<file path="src/rtl/exc_entry_pkg.sv">
package exc_entry_pkg;
  localparam int CODE_W    = 5;
  localparam int CAUSE_LSB = 2;
  localparam int ST_IE     = 0;
  localparam int ST_U      = 1;
  localparam int ST_EH     = 2;
  localparam int ST_IH     = 3;
  localparam int TM_WR     = 0;
  localparam int TM_DBL    = 1;

  typedef enum logic [2:0] {
    CL_IRQ, CL_TLBMISS, CL_PERM, CL_NEST, CL_BREAK, CL_BAD
  } exc_class_e;

  typedef struct packed {
    logic status;
    logic estatus;
    logic bstatus;
    logic cause;
    logic tlbmisc;
    logic ea;
    logic ba;
    logic pc;
  } we_t;
endpackage

</file>
<file path="src/rtl/exc_classify.sv">
module exc_classify
  import exc_entry_pkg::*;
(
  input  logic [CODE_W-1:0] code_i,
  output exc_class_e        cls_o
);
  always_comb begin
    unique case (code_i)
      5'd1:                       cls_o = CL_IRQ;
      5'd2:                       cls_o = CL_TLBMISS;
      5'd3, 5'd4, 5'd5:           cls_o = CL_PERM;
      5'd6, 5'd7, 5'd8, 5'd9, 5'd10: cls_o = CL_NEST;
      5'd11:                      cls_o = CL_BREAK;
      default:                    cls_o = CL_BAD;
    endcase
  end
endmodule

</file>
<file path="src/rtl/exc_effects.sv">
module exc_effects
  import exc_entry_pkg::*;
#(
  parameter int          DW        = 32,
  parameter logic [31:0] SEMI_WORD = 32'h003D_A07A
) (
  input  exc_class_e        cls_i,
  input  logic [CODE_W-1:0] code_i,
  input  logic [DW-1:0]     pc_i,
  input  logic [31:0]       insn_i,
  input  logic              semihost_en_i,
  input  logic [DW-1:0]     exc_vec_i,
  input  logic [DW-1:0]     tlb_vec_i,
  input  logic [DW-1:0]     status_i,
  input  logic [DW-1:0]     cause_i,
  input  logic [DW-1:0]     tlbmisc_i,
  output we_t               we_o,
  output logic [DW-1:0]     status_o,
  output logic [DW-1:0]     estatus_o,
  output logic [DW-1:0]     bstatus_o,
  output logic [DW-1:0]     cause_o,
  output logic [DW-1:0]     tlbmisc_o,
  output logic [DW-1:0]     ea_o,
  output logic [DW-1:0]     ba_o,
  output logic [DW-1:0]     pc_o,
  output logic              semi_o,
  output logic              bad_o
);
  localparam logic [DW-1:0] M_IE  = DW'(1) << ST_IE;
  localparam logic [DW-1:0] M_U   = DW'(1) << ST_U;
  localparam logic [DW-1:0] M_EH  = DW'(1) << ST_EH;
  localparam logic [DW-1:0] M_IH  = DW'(1) << ST_IH;
  localparam logic [DW-1:0] M_WR  = DW'(1) << TM_WR;
  localparam logic [DW-1:0] M_DBL = DW'(1) << TM_DBL;

  logic [DW-1:0] pc_plus4;
  logic          eh;

  assign pc_plus4 = pc_i + DW'(4);
  assign eh       = status_i[ST_EH];

  always_comb begin
    we_o      = '0;
    semi_o    = 1'b0;
    bad_o     = 1'b0;
    status_o  = (status_i | M_EH) & ~(M_IE | M_U);
    estatus_o = status_i;
    bstatus_o = status_i;
    cause_o   = cause_i;
    cause_o[CAUSE_LSB +: CODE_W] = code_i;
    tlbmisc_o = tlbmisc_i;
    ea_o      = pc_plus4;
    ba_o      = pc_plus4;
    pc_o      = exc_vec_i;
    unique case (cls_i)
      CL_IRQ: if (status_i[ST_IE]) begin
        status_o   = (status_i | M_IH) & ~(M_IE | M_U);
        we_o.status  = 1'b1;
        we_o.estatus = 1'b1;
        we_o.cause   = 1'b1;
        we_o.ea      = 1'b1;
        we_o.pc      = 1'b1;
      end
      CL_TLBMISS: begin
        we_o.status  = 1'b1;
        we_o.cause   = 1'b1;
        we_o.tlbmisc = 1'b1;
        we_o.pc      = 1'b1;
        if (!eh) begin
          tlbmisc_o    = (tlbmisc_i & ~M_DBL) | M_WR;
          pc_o         = tlb_vec_i;
          we_o.estatus = 1'b1;
          we_o.ea      = 1'b1;
        end else begin
          tlbmisc_o    = tlbmisc_i | M_DBL;
        end
      end
      CL_PERM: begin
        we_o.status  = 1'b1;
        we_o.estatus = 1'b1;
        we_o.cause   = 1'b1;
        we_o.ea      = 1'b1;
        we_o.pc      = 1'b1;
      end
      CL_NEST: begin
        we_o.status  = 1'b1;
        we_o.cause   = 1'b1;
        we_o.pc      = 1'b1;
        we_o.estatus = !eh;
        we_o.ea      = !eh;
      end
      CL_BREAK: begin
        if (semihost_en_i && insn_i == SEMI_WORD) begin
          pc_o    = pc_plus4;
          we_o.pc = 1'b1;
          semi_o  = 1'b1;
        end else begin
          we_o.status  = 1'b1;
          we_o.cause   = 1'b1;
          we_o.pc      = 1'b1;
          we_o.bstatus = !eh;
          we_o.ba      = !eh;
        end
      end
      default: bad_o = 1'b1;
    endcase
  end
endmodule

</file>
<file path="src/rtl/exc_entry_seq.sv">
module exc_entry_seq
  import exc_entry_pkg::*;
#(
  parameter int          DW        = 32,
  parameter logic [31:0] SEMI_WORD = 32'h003D_A07A
) (
  input  logic              clk_i,
  input  logic              rst_ni,
  input  logic              req_i,
  input  logic [CODE_W-1:0] code_i,
  input  logic [DW-1:0]     pc_i,
  input  logic [31:0]       insn_i,
  input  logic              semihost_en_i,
  input  logic [DW-1:0]     exc_vec_i,
  input  logic [DW-1:0]     tlb_vec_i,
  input  logic [DW-1:0]     status_i,
  input  logic [DW-1:0]     cause_i,
  input  logic [DW-1:0]     tlbmisc_i,
  output logic [7:0]        we_o,
  output logic [DW-1:0]     status_o,
  output logic [DW-1:0]     estatus_o,
  output logic [DW-1:0]     bstatus_o,
  output logic [DW-1:0]     cause_o,
  output logic [DW-1:0]     tlbmisc_o,
  output logic [DW-1:0]     ea_o,
  output logic [DW-1:0]     ba_o,
  output logic [DW-1:0]     pc_o,
  output logic              semihost_o,
  output logic              done_o,
  output logic              err_o
);
  exc_class_e    cls;
  we_t           n_we, we_q;
  logic [DW-1:0] n_st, n_est, n_bst, n_cause, n_tm, n_ea, n_ba, n_pc;
  logic          n_semi, n_bad;

  exc_classify u_classify (.code_i(code_i), .cls_o(cls));

  exc_effects #(.DW(DW), .SEMI_WORD(SEMI_WORD)) u_effects (
    .cls_i(cls), .code_i(code_i), .pc_i(pc_i), .insn_i(insn_i),
    .semihost_en_i(semihost_en_i), .exc_vec_i(exc_vec_i), .tlb_vec_i(tlb_vec_i),
    .status_i(status_i), .cause_i(cause_i), .tlbmisc_i(tlbmisc_i),
    .we_o(n_we), .status_o(n_st), .estatus_o(n_est), .bstatus_o(n_bst),
    .cause_o(n_cause), .tlbmisc_o(n_tm), .ea_o(n_ea), .ba_o(n_ba), .pc_o(n_pc),
    .semi_o(n_semi), .bad_o(n_bad)
  );

  always_ff @(posedge clk_i or negedge rst_ni) begin
    if (!rst_ni) begin
      we_q       <= '0;
      done_o     <= 1'b0;
      semihost_o <= 1'b0;
      err_o      <= 1'b0;
      status_o   <= '0;
      estatus_o  <= '0;
      bstatus_o  <= '0;
      cause_o    <= '0;
      tlbmisc_o  <= '0;
      ea_o       <= '0;
      ba_o       <= '0;
      pc_o       <= '0;
    end else begin
      done_o     <= req_i;
      we_q       <= req_i ? n_we : '0;
      semihost_o <= req_i & n_semi;
      if (req_i && n_bad) err_o <= 1'b1;
      if (req_i) begin
        status_o  <= n_st;
        estatus_o <= n_est;
        bstatus_o <= n_bst;
        cause_o   <= n_cause;
        tlbmisc_o <= n_tm;
        ea_o      <= n_ea;
        ba_o      <= n_ba;
        pc_o      <= n_pc;
      end
    end
  end

  assign we_o = we_q;

  // every request commits one cycle later
  assert_done_after_req_R2: assert property (@(posedge clk_i) disable iff (!rst_ni)
    req_i |=> done_o);
  // any status write leaves IE and U clear
  assert_status_masks_R8: assert property (@(posedge clk_i) disable iff (!rst_ni)
    we_o[7] |-> (!status_o[ST_IE] && !status_o[ST_U]));
  // semihost break writes only the PC
  assert_semihost_pc_only_R10: assert property (@(posedge clk_i) disable iff (!rst_ni)
    semihost_o |-> (we_o == 8'b0000_0001));
  // error flag is sticky
  assert_err_sticky_R11: assert property (@(posedge clk_i) disable iff (!rst_ni)
    err_o |=> err_o);
  // return address is the request PC plus 4
  assert_ea_pc_plus4_R7: assert property (@(posedge clk_i) disable iff (!rst_ni)
    (req_i && $stable(pc_i)) |=> (!we_o[2] || ea_o == $past(pc_i) + DW'(4)));
  // double-miss flag never appears with a status save
  assert_double_no_save_R6: assert property (@(posedge clk_i) disable iff (!rst_ni)
    (we_o[3] && tlbmisc_o[TM_DBL]) |-> !we_o[6]);
  // unknown-code requests write nothing
  assert_bad_no_write_R11: assert property (@(posedge clk_i) disable iff (!rst_ni)
    (req_i && n_bad) |=> (we_o == 8'b0));
endmodule

</file>
<file path="config.mk">
export PLATFORM = sky130hd
export DESIGN_NAME = exc_entry_seq
export DESIGN_NICKNAME = d
export VERILOG_FILES = /design/src/rtl/exc_entry_pkg.sv /design/src/rtl/exc_classify.sv /design/src/rtl/exc_effects.sv /design/src/rtl/exc_entry_seq.sv
export SDC_FILE = /design/constraint.sdc
export NUM_CORES = 1
export LEC_CHECK = 0
export BUFFER_PORTS_ARGS = -buffer_cell sky130_fd_sc_hd__buf_2
export CAP_MARGIN = 15
export CORE_AREA = 5 5 192 194
export CTS_BUF_LIST = sky130_fd_sc_hd__clkbuf_16
export DETAILED_ROUTE_END_ITERATION = 10
export DIE_AREA = 0 0 197 199
export HOLD_SLACK_MARGIN = 0.15
export RECOVER_POWER = 100
export SETUP_SLACK_MARGIN = 0.5
export SYNTH_ARGS = -nofsm -noshare
export SYNTH_HDL_FRONTEND = slang
export SYNTH_SLANG_ARGS = --single-unit
</file>
<file path="constraint.sdc">
create_clock -name clk_i -period 1.4 [get_ports clk_i]
set_input_delay 0.07 -clock clk_i [delete_from_list [all_inputs] [get_ports clk_i]]
set_output_delay 0.07 -clock clk_i [all_outputs]
set_load 0.01 [all_outputs]
</file>
== After elaboration in Yosys (flattened, before gate mapping) ==
Memory sizes are Yosys's and may differ from the RTL's.
Cells that the tools add are included.

* Shift-type cells: 0
* Magnitude comparators: 0
* Bitwise logic cells: 1
* Equal/unequal tests: 5
* Multiply operators: 0
* Add/subtract/negate cells: 1
* Div/mod/pow operators: 0
* Multiplexer cells: 26
* Reductions and logical operators: 7

{| class="wikitable"
|+ Operator list
! cell !! number
|-
| $mux W32 || 2
|-
| $pmux W32 S2 || 1
|-
| $add A32 B3 Y32 const B || 1
|-
| $eq A32 B22 Y1 const B || 1
|-
| $mux W1 || 10
|-
| $mux W2 || 4
|-
| $mux W4 || 2
|-
| $mux W8 || 1
|-
| $pmux W1 S4 || 2
|-
| $eq A3 B2 Y1 const B || 2
|-
| $pmux W1 S3 || 2
|-
| $reduce_or A5 Y1 || 1
|-
| $reduce_or A4 Y1 || 1
|-
| $eq A3 B1 Y1 const B || 1
|-
| $eq A3 B3 Y1 const B || 1
|-
| $logic_not A3 Y1 || 1
|-
| $mux W3 || 1
|-
| $reduce_or A3 Y1 || 1
|-
| $logic_and A1 B1 Y1 || 2
|-
| $pmux W1 S2 || 1
|-
| $and A1 B1 Y1 || 1
|-
| $logic_not A1 Y1 || 1
|}

* Memories: 1
* Input bits: 233
* Bits in latches: 0
* Output and inout port bits: 267
* Flip-flop bits (word level): 203
* Bits in read-only memories: 48
* Bits in writable memories: 0
* Word-level logic and storage cells: 58

{| class="wikitable"
|+ Memory list
! name !! words !! bits a word !! read ports !! clocked after memory_dff !! wr ports !! line !! text
|-
| (no name shown) || 16 || 3 || 1 || 0 || 0 || exc_classify.sv:8 || <nowiki>unique case (code_i)</nowiki>
|}

== Longest topological paths before layout ==
An unclocked memory read counts as a cell.

* Depth in word-level cells: 6
* Gate-level depth with buffers: 7
* Depth with buffers taken out: 6

== Hierarchy ==
A second synthesis with hierarchy kept.

* Cell total of the unflattened synthesis: 995
* Area total of the unflattened synthesis: 13838.3 sq um

{| class="wikitable"
|+ By module, submodules not included
! module !! sequential area each (sq um) !! area an instance (sq um) !! times used !! cells an instance
|-
| exc_entry_seq || 6681.4 || 10859.2 || 1 || 563
|-
| exc_effects || 0.0 || 2911.5 || 1 || 421
|-
| exc_classify || 0.0 || 67.6 || 1 || 11
|}

== Least setup slack after synthesis ==
No wires, ideal clock.

* Path type: input port to flip-flop
* Start: input insn_i[7]
* End: register pc_o[18]
* Arrival: 1.749 ns
* Data required time: 1.274 ns
* Slack: -0.475 ns
* Library setup time: 0.126 ns
* Stages: 6
* Path buffers: 1
* Cell sequence: or4b_4 nor4_4 nand4_4 buf_6 and3_1 o32a_1

* Word-level cells in the longest chain between the ends: 4

{| class="wikitable"
|+ RTL lines
! item !! line !! text
|-
| from (decl) || exc_entry_seq.sv:12 || <nowiki>input logic [31:0] insn_i,</nowiki>
|-
| $eq A32 B22 Y1 || exc_effects.sv:93 || <nowiki>if (semihost_en_i && insn_i == SEMI_WORD) begin</nowiki>
|-
| $logic_and A1 B1 Y1 || exc_effects.sv:93 ||
|-
| $mux W32 || exc_effects.sv:93 ||
|-
| $pmux W32 S2 || exc_effects.sv:55 || <nowiki>unique case (cls_i)</nowiki>
|-
| to (signal assigned) || exc_entry_seq.sv:75 || <nowiki>pc_o <= n_pc;</nowiki>
|-
| to (decl) || exc_entry_seq.sv:27 || <nowiki>output logic [DW-1:0] pc_o,</nowiki>
|}

Every way passes these cells.
A chain may end at the register's enable or synchronous reset.

== Worst setup path after layout ==
* Start: input insn_i[24]
* End: register pc_o[9]

The elaborated chain is that of the path after synthesis.

==> metrics.txt <==
critical path startpoint category=input port; Peak VDD IR=0.779 mV; Fin. Hold Viols=0; register area=4250 um2; Synth Warn #=0; Worst EP arrival=1.87 ns; Final Slew Violations=0; Sink Count=170; area grow syn2layout=70.6%; PwrDens=978 nW/um2; later-pin clock latency in the skew report=0.44 ns; Finished Layout Cells=1964; die width=197 um; vias in the first global route=9438; Avg Inst Size Synth=11.0 um2; Post-Synthesis Cells=782; total global routing overflow=0; FF+latch count, synth=170; share of cells above drive strength 1=38.9%; fraction of registers with async set/reset=100%; RSZ-0062 raised after global routing=yes; final worst slack=-0.149 ns; WP data required=1.72 ns; routed len/inst=18.8 um; Final Critical Period=1.55 ns; area occupied by multi-input gates=3830 um2; Seq/Total Area, Yosys=49.4%; Fill cells=3457; Power, Total=14400 uW; CP Class=input port to flip-flop; LEAKAGE=0.00652 uW; Rows=69; Die Y=199 um; All-Layer GR Usage=17.2%; hold_ws=0.0515 ns; core area=35100 um2; top cells by area, synth=dfrtp_1 (49%), mux2_2 (13%), buf_4 (8.5%), mux2i_1 (4.0%), nor2_1 (3.3%); CTS Buf Count=17; dpl cells=1700; failing checks=setup timing; input/output buffers=492; htree depth=4; Final Setup Violations=36; Clock Root Buffer=clkbuf_16; antenna violations before repair=1; Reg clk slew, reported paths=0.08 ns; Post-DRT Antenna Nets=0; first-pass GRT wire length=52600 um; post-synth cell types=50; Post-route DRC=0; Util after Layout=41.9%; top-area cell type share of the netlist area=49.4%; DIE AREA=39200 um2; maximum clock frequency=645 MHz; CTS tree=yes; clk buf depth=2; Tcrit/Tclk final=111%; Iter 0 DRT Violations=349; Clock Skews=0 ns; Placer Congestion=0.812; post-synth top area cell=dfrtp_1; nets@finish=1723; Post-Syn Area=8610 um2; Starting Density=24.6%; status=complete, but fails checks; via/cell ratio=4.53; DPL Wire Length=25300 um; largest net degree at the start of global routing=54; Total Wirelength=37000 um; Most used DFF post-synth=dfrtp_1; Least-Margin Pin Slew=0.896 ns; Max Fanout on Critical Path=29; Ports=500; EDFF count, synth=0; Via Count=8898; max cap viols=0; relative slew slack=40.3%; Worst setup EP type=flip-flop; HP Class=input port to flip-flop; DR pass1 iterations=5
power breakdown:
part           internal (uW)  leakage, uW  switching (uW)
logic                   1800      0.00426            1690
registers               5370      0.00196             395
clock network           2740     0.000306            2360
repair_timing:
| action | in CTS | in global routing |
|---|---|---|
| pin swaps | 33 | 30 |
| setup endpoints to repair | 317 | 330 |
| hold buffers | 155 | 5 |
| resized for setup | 124 | 115 |
| gates cloned | 0 | 0 |
| buffers inserted | 41 | 31 |
| endpoints found under the hold margin | 332 | 46 |
flip-flops by register name (all words and copies together), names as in the netlist:
register	count
ba_o	32
semihost_o	1
tlbmisc_o	32
bstatus_o	32
we_o	5
status_o	2
cause_o	32
done_o	1
pc_o	32
err_o	1
worst paths after layout:
kind	startpoint	endpoint	slack (ns)	depth (start not counted)
max in group asynchronous	rst_ni	bstatus_o[6]$_DFFE_PN0P_	0.15	3
min	pc_i[11]	ba_o[11]$_DFFE_PN0P_	0.05	4
max reg2reg	pc_o[31]$_DFFE_PN0P_	pc_o[31]$_DFFE_PN0P_	0.17	4
min in group asynchronous	rst_ni	ba_o[10]$_DFFE_PN0P_	0.29	2
max	insn_i[24]	pc_o[9]$_DFFE_PN0P_	-0.15	7
min reg2reg	err_o$_DFFE_PN0P_	err_o$_DFFE_PN0P_	0.51	1
logic make-up after synthesis:
family | share of synthesized area [%]
multiplexers | 16.6
XOR/XNOR | 2.85
other | 0.0436
flip-flops | 49.4
buffers and inverters | 10.6
AO/OA/AOI/OAI | 8.79
AND/OR/NAND/NOR | 11.5
adder cells (fa/ha/maj) | 0.145
cell usage after synthesis (10+ instances only):
cell,number
a21oi_1,42
and2_1,12
and3_1,17
buf_4,98
clkbuf_1,31
dfrtp_1,170
mux2_2,97
mux2i_1,34
nand2_1,17
nand3_1,14
nand4_1,11
nor2_1,76
nor3_1,14
o21ai_0,37
o32a_1,15
o32ai_1,10
xnor2_1,13
xor2_1,15
area by class of cell:
type                       count  share of cell area, %
timing repair buffer         826                   36.6
sequential                   170                   29.0
antenna                        1                 0.0170
tap                          461                   3.93
clock buffer                  17                   2.90
clock inverter                15                   1.37
multi-input combinational    470                   26.1
inverter                       4                  0.102
per-layer routing:
layer	share of wire [%]	routed length [um]	GRT usage, %
met1	38	14200	20.3
met2	53	19500	30.3
met3	6.0	2230	3.95
met4	3.0	1110	7.04
met5	0	0	0
critical path, cell delays in order:
cell	delay [ns]
buf_6	0.09
or4_4	0.53
nor4_4	0.36
nand4_4	0.13
buf_12	0.19
and3_1	0.16
o32a_1	0.33
layout by cell type (no fill, tap or decap), types with 10 or more instances in the layout:
| master | count |
|---|---|
| xnor2_1 | 11 |
| clkbuf_1 | 265 |
| nand4_1 | 11 |
| mux2i_1 | 34 |
| o32a_1 | 15 |
| buf_6 | 49 |
| dfrtp_1 | 170 |
| and3_1 | 12 |
| mux2_2 | 86 |
| o32ai_1 | 10 |
| xor2_1 | 12 |
| mux2_4 | 10 |
| and2_1 | 11 |
| a21oi_1 | 35 |
| buf_2 | 207 |
| o21ai_0 | 36 |
| clkbuf_16 | 17 |
| nor2_1 | 70 |
| nand2_1 | 15 |
| buf_4 | 122 |
| dlygate4sd3_1 | 151 |
through the flow:
stage                     setup slack, ns  instance area, um2  TNS, ns
after floorplan                    -0.391                8820   -10.60
after global placement             -0.588               11900   -19.45
after detailed placement           -0.616               11900   -19.78
after CTS                          -0.112               15000    -1.48
after global routing               -0.177               14700    -8.47
final                              -0.149               14700    -2.81
(Power assumes the default switching activity.)
